### src/rtl/irq_arb_pkg.sv
package irq_arb_pkg;
  typedef enum logic {
    LVL_LO = 1'b0,
    LVL_HI = 1'b1
  } lvl_e;
endpackage

### src/rtl/irq_pending.sv
// Samples raw requests and keeps per-source pending state.
module irq_pending #(
  parameter int N_SRC = 8,
  localparam int IW = $clog2(N_SRC)
) (
  input  logic             clk,
  input  logic             rst,
  input  logic [N_SRC-1:0] src_req,
  input  logic [N_SRC-1:0] src_edge,
  input  logic             ack,
  input  logic [IW-1:0]    ack_idx,
  output logic [N_SRC-1:0] pend
);
  logic [N_SRC-1:0] req_q;
  logic [N_SRC-1:0] edge_flag;

  always_ff @(posedge clk) begin
    if (rst) req_q <= '0;
    else     req_q <= src_req;
  end

  for (genvar i = 0; i < N_SRC; i++) begin : g_src
    always_ff @(posedge clk) begin
      if (rst)
        edge_flag[i] <= 1'b0;
      else if (src_req[i] && !req_q[i])
        edge_flag[i] <= 1'b1;
      else if (ack && ack_idx == IW'(i))
        edge_flag[i] <= 1'b0;
    end
    assign pend[i] = src_edge[i] ? edge_flag[i] : req_q[i];
  end

  // accepting an edge source drops its flag
  p_edge_clear_r12: assert property (@(posedge clk) disable iff (rst)
    (ack && !src_req[ack_idx]) |=> !edge_flag[$past(ack_idx)]);

  // nothing pending right after reset
  p_reset_clear_r1: assert property (@(posedge clk)
    $past(rst) |-> (edge_flag == '0 && req_q == '0));
endmodule

### src/rtl/irq_pick.sv
// Lowest-index winner among a candidate set.
module irq_pick #(
  parameter int N_SRC = 8,
  localparam int IW = $clog2(N_SRC)
) (
  input  logic [N_SRC-1:0] cand,
  output logic             found,
  output logic [IW-1:0]    idx
);
  always_comb begin
    found = 1'b0;
    idx   = '0;
    for (int i = N_SRC - 1; i >= 0; i--) begin
      if (cand[i]) begin
        found = 1'b1;
        idx   = IW'(i);
      end
    end
  end

  always_comb begin
    if (found) a_pick_valid_r5: assert (cand[idx]);
  end
endmodule

### src/rtl/irq_nest.sv
// In-service bits per level and the post-return instruction gate.
module irq_nest (
  input  logic clk,
  input  logic rst,
  input  logic ack,
  input  logic ack_hi,
  input  logic reti,
  input  logic insn_done,
  output logic isr_hi,
  output logic isr_lo,
  output logic gate
);
  always_ff @(posedge clk) begin
    if (rst) begin
      isr_hi <= 1'b0;
      isr_lo <= 1'b0;
    end else if (ack) begin
      if (ack_hi) isr_hi <= 1'b1;
      else        isr_lo <= 1'b1;
    end else if (reti) begin
      if (isr_hi) isr_hi <= 1'b0;
      else        isr_lo <= 1'b0;
    end
  end

  always_ff @(posedge clk) begin
    if (rst)            gate <= 1'b0;
    else if (reti)      gate <= 1'b1;
    else if (insn_done) gate <= 1'b0;
  end

  p_reti_top_r9: assert property (@(posedge clk) disable iff (rst)
    (reti && !ack && isr_hi) |=> (!isr_hi && isr_lo == $past(isr_lo)));

  p_reti_low_r9: assert property (@(posedge clk) disable iff (rst)
    (reti && !ack && !isr_hi) |=> !isr_lo);

  p_gate_set_r9: assert property (@(posedge clk) disable iff (rst)
    reti |=> gate);

  p_ack_level_r6: assert property (@(posedge clk) disable iff (rst)
    (ack && ack_hi) |=> isr_hi);
endmodule

### src/rtl/irq_arbiter.sv
module irq_arbiter #(
  parameter int N_SRC = 8,
  localparam int IW = $clog2(N_SRC)
) (
  input  logic             clk,
  input  logic             rst,
  input  logic [N_SRC-1:0] src_req,
  input  logic [N_SRC-1:0] src_en,
  input  logic [N_SRC-1:0] src_hi,
  input  logic [N_SRC-1:0] src_edge,
  input  logic             stall,
  input  logic             reti,
  input  logic             insn_done,
  input  logic             vec_ready,
  output logic             vec_valid,
  output logic [IW-1:0]    vec_idx,
  output logic             vec_hi
);
  import irq_arb_pkg::*;

  logic [N_SRC-1:0] pend, elig, cand_hi, cand_lo;
  logic             found_hi, found_lo;
  logic [IW-1:0]    idx_hi, idx_lo;
  logic             isr_hi, isr_lo, gate;
  logic             take_hi, take_lo, can_issue, ack;
  lvl_e             vec_lvl;

  assign ack = vec_valid && vec_ready;

  irq_pending #(.N_SRC(N_SRC)) u_pend (
    .clk(clk), .rst(rst), .src_req(src_req), .src_edge(src_edge),
    .ack(ack), .ack_idx(vec_idx), .pend(pend)
  );

  assign elig    = pend & src_en;
  assign cand_hi = elig & src_hi;
  assign cand_lo = elig & ~src_hi;

  irq_pick #(.N_SRC(N_SRC)) u_pick_hi (.cand(cand_hi), .found(found_hi), .idx(idx_hi));
  irq_pick #(.N_SRC(N_SRC)) u_pick_lo (.cand(cand_lo), .found(found_lo), .idx(idx_lo));

  irq_nest u_nest (
    .clk(clk), .rst(rst), .ack(ack), .ack_hi(vec_hi), .reti(reti),
    .insn_done(insn_done), .isr_hi(isr_hi), .isr_lo(isr_lo), .gate(gate)
  );

  assign take_hi   = !isr_hi && found_hi;
  assign take_lo   = !take_hi && !isr_hi && !isr_lo && found_lo;
  assign can_issue = !vec_valid && !stall && !gate && (take_hi || take_lo);

  always_ff @(posedge clk) begin
    if (rst) begin
      vec_valid <= 1'b0;
      vec_idx   <= '0;
      vec_lvl   <= LVL_LO;
    end else if (ack) begin
      vec_valid <= 1'b0;
    end else if (can_issue) begin
      vec_valid <= 1'b1;
      vec_idx   <= take_hi ? idx_hi : idx_lo;
      vec_lvl   <= take_hi ? LVL_HI : LVL_LO;
    end
  end

  assign vec_hi = (vec_lvl == LVL_HI);

  logic [N_SRC-1:0] en_d;
  always_ff @(posedge clk) begin
    if (rst) en_d <= '0;
    else     en_d <= src_en;
  end

  p_enabled_only_r3: assert property (@(posedge clk) disable iff (rst)
    $rose(vec_valid) |-> en_d[vec_idx]);

  p_hold_offer_r11: assert property (@(posedge clk) disable iff (rst)
    (vec_valid && !vec_ready) |=> (vec_valid && $stable(vec_idx) && $stable(vec_hi)));

  p_hi_blocks_r7: assert property (@(posedge clk) disable iff (rst)
    (!vec_valid && isr_hi) |=> !vec_valid);

  p_lo_blocks_r8: assert property (@(posedge clk) disable iff (rst)
    (!vec_valid && isr_lo) |=> (!vec_valid || vec_hi));

  p_gate_hold_r9: assert property (@(posedge clk) disable iff (rst)
    (!vec_valid && gate) |=> !vec_valid);

  p_stall_hold_r10: assert property (@(posedge clk) disable iff (rst)
    (!vec_valid && stall) |=> !vec_valid);
endmodule

### config.mk
export PLATFORM = sky130hd
export DESIGN_NAME = irq_arbiter
export DESIGN_NICKNAME = d
export VERILOG_FILES = /design/src/rtl/irq_arb_pkg.sv /design/src/rtl/irq_pending.sv /design/src/rtl/irq_pick.sv /design/src/rtl/irq_nest.sv /design/src/rtl/irq_arbiter.sv
export SDC_FILE = /design/constraint.sdc
export NUM_CORES = 1
export LEC_CHECK = 0
export BUFFER_PORTS_ARGS = -buffer_cell sky130_fd_sc_hd__clkbuf_2
export CAP_MARGIN = 5
export CORE_MARGIN = 8
export CORE_UTILIZATION = 40
export DETAILED_ROUTE_END_ITERATION = 6
export MAX_ROUTING_LAYER = met4
export PLACE_DENSITY = 0.61
export SYNTH_ARGS = -nofsm -noshare
export SYNTH_HDL_FRONTEND = slang
export SYNTH_HIERARCHICAL = 1
export SYNTH_SLANG_ARGS = --single-unit
### constraint.sdc
create_clock -name clk -period 2.8 [get_ports clk]
set_input_delay 0.56 -clock clk [delete_from_list [all_inputs] [get_ports clk]]
set_output_delay 0.56 -clock clk [all_outputs]
set_load 0.01 [all_outputs]
=== After elaboration in Yosys (flattened, before gate mapping) ===
Cells that the tools add are included.

* Bits in registers: 24
* Latch bits: 0
* Bits in writable memories: 0
* Bits in read-only memories: 0
* Input bits: 38
* Output and inout port bits: 5
* Word-level logic and storage cells: 151
* Memories: 0

* Add/subtract/negate cells: 0
* Multiply operators: 0
* Divide/modulo/power cells: 0
* $lt $le $gt $ge: 0
* Eq/ne operators: 10
* Shift operators: 0
* Multiplexer cells: 67
* Bitwise operators: 5
* Reductions and logical operators: 54

{| class="wikitable"
|+ Operator list
! cell !! count
|-
| 3-bit two-way mux || 17
|-
| 1-bit two-way mux || 50
|-
| 8-bit bitwise AND || 3
|-
| 1-bit logical AND || 24
|-
| 2-bit nonzero test || 10
|-
| 1-bit zero test || 14
|-
| 3-bit == test, second input constant || 4
|-
| 8-bit NOT || 1
|-
| 3-bit by 2-bit == test with 1-bit output, second input constant || 2
|-
| 2-bit != test, second input constant || 3
|-
| 2-bit AND reduction || 2
|-
| 3-bit by 1-bit == test with 1-bit output, second input constant || 1
|-
| 3-bit zero test || 1
|-
| 3-bit AND reduction || 1
|-
| 2-bit OR reduction || 1
|-
| 1-bit logical OR || 1
|-
| 1-bit NOT || 1
|}

=== Depth between registers and ports, before layout ===
* Word-level depth: 19
* Depth in mapped cells: 10
* Depth with buffers taken out: 9

=== By module ===
Netlist, hierarchy kept.

{| class="wikitable"
|+ By module, submodules not included
! module !! times used !! cells an instance !! area an instance (µm²) !! seq. area each (µm²)
|-
| irq_pending || 1 || 59 || 676.9 || 320.3
|-
| irq_arbiter || 1 || 50 || 370.4 || 100.1
|-
| irq_pick || 2 || 13 || 80.1 || 0.0
|-
| irq_nest || 1 || 13 || 121.4 || 60.1
|}

=== Worst setup path after synthesis ===
Ideal clock, no wire load.

* Kind: input to register
* Start: input src_edge[5]
* End: register vec_lvl, in the netlist vec_hi
* Setup time: 114 ps
* Arrival: 1982 ps
* Data required time: 2686 ps
* Slack: 703 ps
* Stages on the path: 8
* Buffers on the path: 1
* Cells stage by stage: mux2_2 > and3_1 > nor4_1 > nand2_1 > o21a_1 > buf_6 > mux2i_1 > nor2_1

* Longest elaborated chain between the ends: 17
* Elaborated cells on any way between the ends: 25
* Classes of those cells: mux (14); bitwise (3); reduce/logical (8)

{| class="wikitable"
|+ Ends and longest elaborated chain
! what !! line !! RTL
|-
| start, declared || irq_arbiter.sv:10 || <nowiki>input logic [N_SRC-1:0] src_edge,</nowiki>
|-
| 1-bit two-way mux (*) || irq_pending.sv:31 || <nowiki>assign pend[i] = src_edge[i] ? edge_flag[i] : req_q[i];</nowiki>
|-
| 8-bit bitwise AND (*) || irq_arbiter.sv:35 || <nowiki>assign elig = pend & src_en;</nowiki>
|-
| 8-bit bitwise AND (*) || irq_arbiter.sv:36 || <nowiki>assign cand_hi = elig & src_hi;</nowiki>
|-
| via cand_hi[5] || irq_arbiter.sv:21 || <nowiki>logic [N_SRC-1:0] pend, elig, cand_hi, cand_lo;</nowiki>
|-
| 1-bit two-way mux (*) (6 in series) || irq_pick.sv:14 || <nowiki>if (cand[i]) begin</nowiki>
|-
| via found_hi || irq_arbiter.sv:22 || <nowiki>logic found_hi, found_lo;</nowiki>
|-
| 1-bit logical AND (*) || irq_arbiter.sv:47 || <nowiki>assign take_hi = !isr_hi && found_hi;</nowiki>
|-
| 1-bit zero test || irq_arbiter.sv:48 || <nowiki>assign take_lo = !take_hi && !isr_hi && !isr_lo && found_lo;</nowiki>
|-
| 1-bit logical AND (3 in series) || irq_arbiter.sv:48 ||
|-
| 1-bit logical OR || irq_arbiter.sv:49 || <nowiki>assign can_issue = !vec_valid && !stall && !gate && (take_hi || take_lo);</nowiki>
|-
| 1-bit logical AND || irq_arbiter.sv:49 ||
|-
| 2-bit AND reduction (no line) || - ||
|-
| end signal, assigned || irq_arbiter.sv:61 || <nowiki>vec_lvl <= take_hi ? LVL_HI : LVL_LO;</nowiki>
|-
| end, declared || irq_arbiter.sv:26 || <nowiki>lvl_e vec_lvl;</nowiki>
|}

Mark *: on every way through the listed nets, which the timed path passes. The rest lies on a longest branch.
A chain may end at the register's enable or synchronous reset.

=== Worst setup path in the final report ===
* Start: input src_edge[5]
* End: register vec_idx[1]

* Longest elaborated chain between the ends: 17
* Elaborated cells on any way between the ends: 37
* Classes of those cells: mux (26); bitwise (3); reduce/logical (8)

{| class="wikitable"
|+ Ends and longest elaborated chain
! what !! line !! RTL
|-
| 1-bit two-way mux (*) || irq_pending.sv:31 ||
|-
| via pend[5] || irq_arbiter.sv:21 ||
|-
| 8-bit bitwise AND (*) || irq_arbiter.sv:35 ||
|-
| 8-bit bitwise AND (*) || irq_arbiter.sv:36 ||
|-
| via cand_hi[5] || irq_arbiter.sv:21 ||
|-
| 1-bit two-way mux (*) (6 in series) || irq_pick.sv:14 ||
|-
| via found_hi || irq_arbiter.sv:22 ||
|-
| 1-bit logical AND (*) || irq_arbiter.sv:47 ||
|-
| 1-bit zero test || irq_arbiter.sv:48 ||
|-
| 1-bit logical AND (3 in series) || irq_arbiter.sv:48 ||
|-
| 1-bit logical OR || irq_arbiter.sv:49 ||
|-
| 1-bit logical AND || irq_arbiter.sv:49 ||
|-
| 2-bit AND reduction (no line) || - ||
|-
| end signal, assigned || irq_arbiter.sv:60 || <nowiki>vec_idx <= take_hi ? idx_hi : idx_lo;</nowiki>
|-
| end, declared || irq_arbiter.sv:16 || <nowiki>output logic [IW-1:0] vec_idx,</nowiki>
|}

Marked as above.

==> qor.csv <==
metric;value;unit
ys_seq_area_share;36.2;%
required;2.98;ns
multi_input_area;802;um^2
layout_common_cells;clkbuf_2, dfxtp_1, nor2_1;
core_area;3260;um^2
clock_skew;0.00408;ns
yosysTopAreaCellShare;36.2;%
routed_wl;3360;um
post-route-min-period;2.12;ns
synth_seq_cells;24;
min_path_cells;2;
cts_setup_buffers;0;
p_per_area;466;nW/um^2
cp-start-kind;input port;
whs;0.465;ns
rows;21;
synth.distinct_cells;30;
h-tree-depth;1;
synth_top_cell_by_area;dfxtp_1;
drive_above_1_share;36.1;%
finalSetupTns;0;ns
hpwl;2750;um
register_area;480;um^2
cts.sinks;24;
vdd_ir_drop_max;0.289;mV
ant_nets;0;
syn_area;1330;um^2
syn_inst;148;
grt_use_total;12.9;%
synth_nets;186;
fmax;473;MHz
antenna_cells;0;
clk_pin_slew;0.13;ns
postCtsHoldBufs;0;
rsz0062_at_grt;false;
drt_iter0_drc;87;
clk_latency;0.30;ns
dieWidth;73.6;um
fin_cells;237;
worst_pin_slew;0.555;ns
cts_root_buffer;clkbuf_4;
drc;0;
dp_cells;233;
ys_warn_count;6;
hp-class;input port to register;
grt_pass1_wl;5410;um
final_common_cell;clkbuf_2;
start_util;40.8;%
outcome;finished clean;
max-slew-margin-rel;63.0;%
vias;1218;
critical_path_class;input port to register;
cts_buffers;3;
area_growth_syn_to_layout;21.4;%
antenna_found_initial;0;
die-height;73.6;um
grt_start_max_net_pins;26;
cts-resized-gates;0;
boundaryPins;43;
power;752;uW
hold_viol_final;0;
grt_pass1_vias;1237;
setup-violations-final;0;
period_share;75.6;%
layout.nets;230;
cts_tree;done;
crit_path_end_kind;register;
clockBufferDepth;2;
yosys-top-cells-area;dfxtp_1, mux2_2, nor2b_1;
arrival;2.29;ns
post_drt_via_cell_ratio;5.14;
synth.avg_cell_area;8.98;um^2
io_buffers;42;
grt_overflow_total;0;
p_leak;0.000700;uW
fin_util;49.5;%
cp_max_fo;4;
maxCapViolations;0;
dr.pass1.iters;4;
wl_per_cell;14.2;um
slew_viol_final;0;
gp_congestion;0.764;
dieArea;5420;um^2
r2r_cells;7;
filler_cell_count;357;
-- layer usage --
metal | GRT usage (%) | part of all wire [%] | up-vias
li1 | - | - | 624
met1 | 14.3 | 42 | 568
met2 | 23.0 | 53 | 24
met3 | 3.27 | 4.2 | 2
met4 | 2.00 | 0.42 | 0
met5 | - | 0 | -
-- cell families (layout without fill, tap and decap cells) --
kind of cell | count (synthesis) | count (layout) | synth area share (%)
and+or+nand+nor | 75 | 75 | 34.1
AOI/OAI and AO/OA | 27 | 27 | 16.5
DFF | 24 | 24 | 36.2
muxes | 12 | 12 | 9.79
buffers and inverters | 10 | 53 | 3.48
-- synth_stat cells --
| cell type | count |
|---|---|
| nand4b_1 | 3 |
| o21a_1 | 1 |
| mux2i_1 | 4 |
| a32o_1 | 1 |
| a2111oi_2 | 1 |
| nor4_1 | 2 |
| or4b_1 | 1 |
| nand2_1 | 10 |
| nor2b_1 | 13 |
| buf_6 | 1 |
| o41ai_1 | 2 |
| clkbuf_1 | 1 |
| a31o_2 | 7 |
| and3_1 | 8 |
| nor2_1 | 19 |
| nor3b_1 | 8 |
| buf_2 | 1 |
| a21oi_1 | 5 |
| a211oi_1 | 2 |
| mux2_2 | 8 |
| dfxtp_1 | 24 |
| a211oi_2 | 3 |
| o21ai_0 | 3 |
| nand4bb_1 | 3 |
| o21bai_1 | 2 |
| and2_2 | 1 |
| inv_1 | 7 |
| nand4_1 | 1 |
| nor4_2 | 3 |
| nand2b_1 | 3 |
-- path summary, 6_finish.rpt --
| path | start | to | slack [ns] |
|---|---|---|---|
| worst max-delay path | src_edge[5] | vec_idx[1] | 0.68 |
| worst min-delay path | src_req[3] | u_pend/req_q[3] | 0.47 |
| worst min register to register | u_nest/gate | u_nest/gate | 0.50 |
| worst max register to register | u_pend/req_q[5] | vec_idx[1] | 0.75 |
-- flip-flops by register name, indices dropped and copies added (netlist names) --
register          count
u_nest/gate           1
u_nest/isr_hi         1
u_nest/isr_lo         1
u_pend/edge_flag      8
u_pend/req_q          8
vec_hi                1
vec_idx               3
vec_valid             1
-- per-stage QoR --
| stage | cell area, um^2 | setup WS (ns) |
|---|---|---|
| after global routing | 1610 | 0.600 |
| after global placement | 1580 | 0.403 |
| after CTS | 1610 | 0.687 |
| after floorplan | 1330 | 0.703 |
| final | 1610 | 0.684 |
| after detailed placement | 1580 | 0.343 |
-- power breakdown --
part           internal (uW)  leakage (uW)  switching, uW
registers                369      0.000199           26.3
logic                   93.0      0.000480           86.9
clock network           79.3     0.0000210           97.2
-- critical path, stage by stage --
cell      delay (ns)
clkbuf_2        0.08
mux2_2          0.34
and3_1          0.20
nor4_1          0.41
nand2_1         0.12
nand2b_1        0.22
mux2i_1         0.27
a211oi_2        0.09
-- cell type report --
| cell class | count | area share (%) |
|---|---|---|
| Clock buffer | 4 | 2.25 |
| Inverter | 7 | 1.63 |
| Multi-Input combinational cell | 114 | 49.7 |
| Sequential cell | 24 | 29.8 |
| Tap cell | 46 | 3.57 |
| Timing Repair Buffer | 42 | 13.0 |
Note: power is estimated with default switching activity, not from simulation.
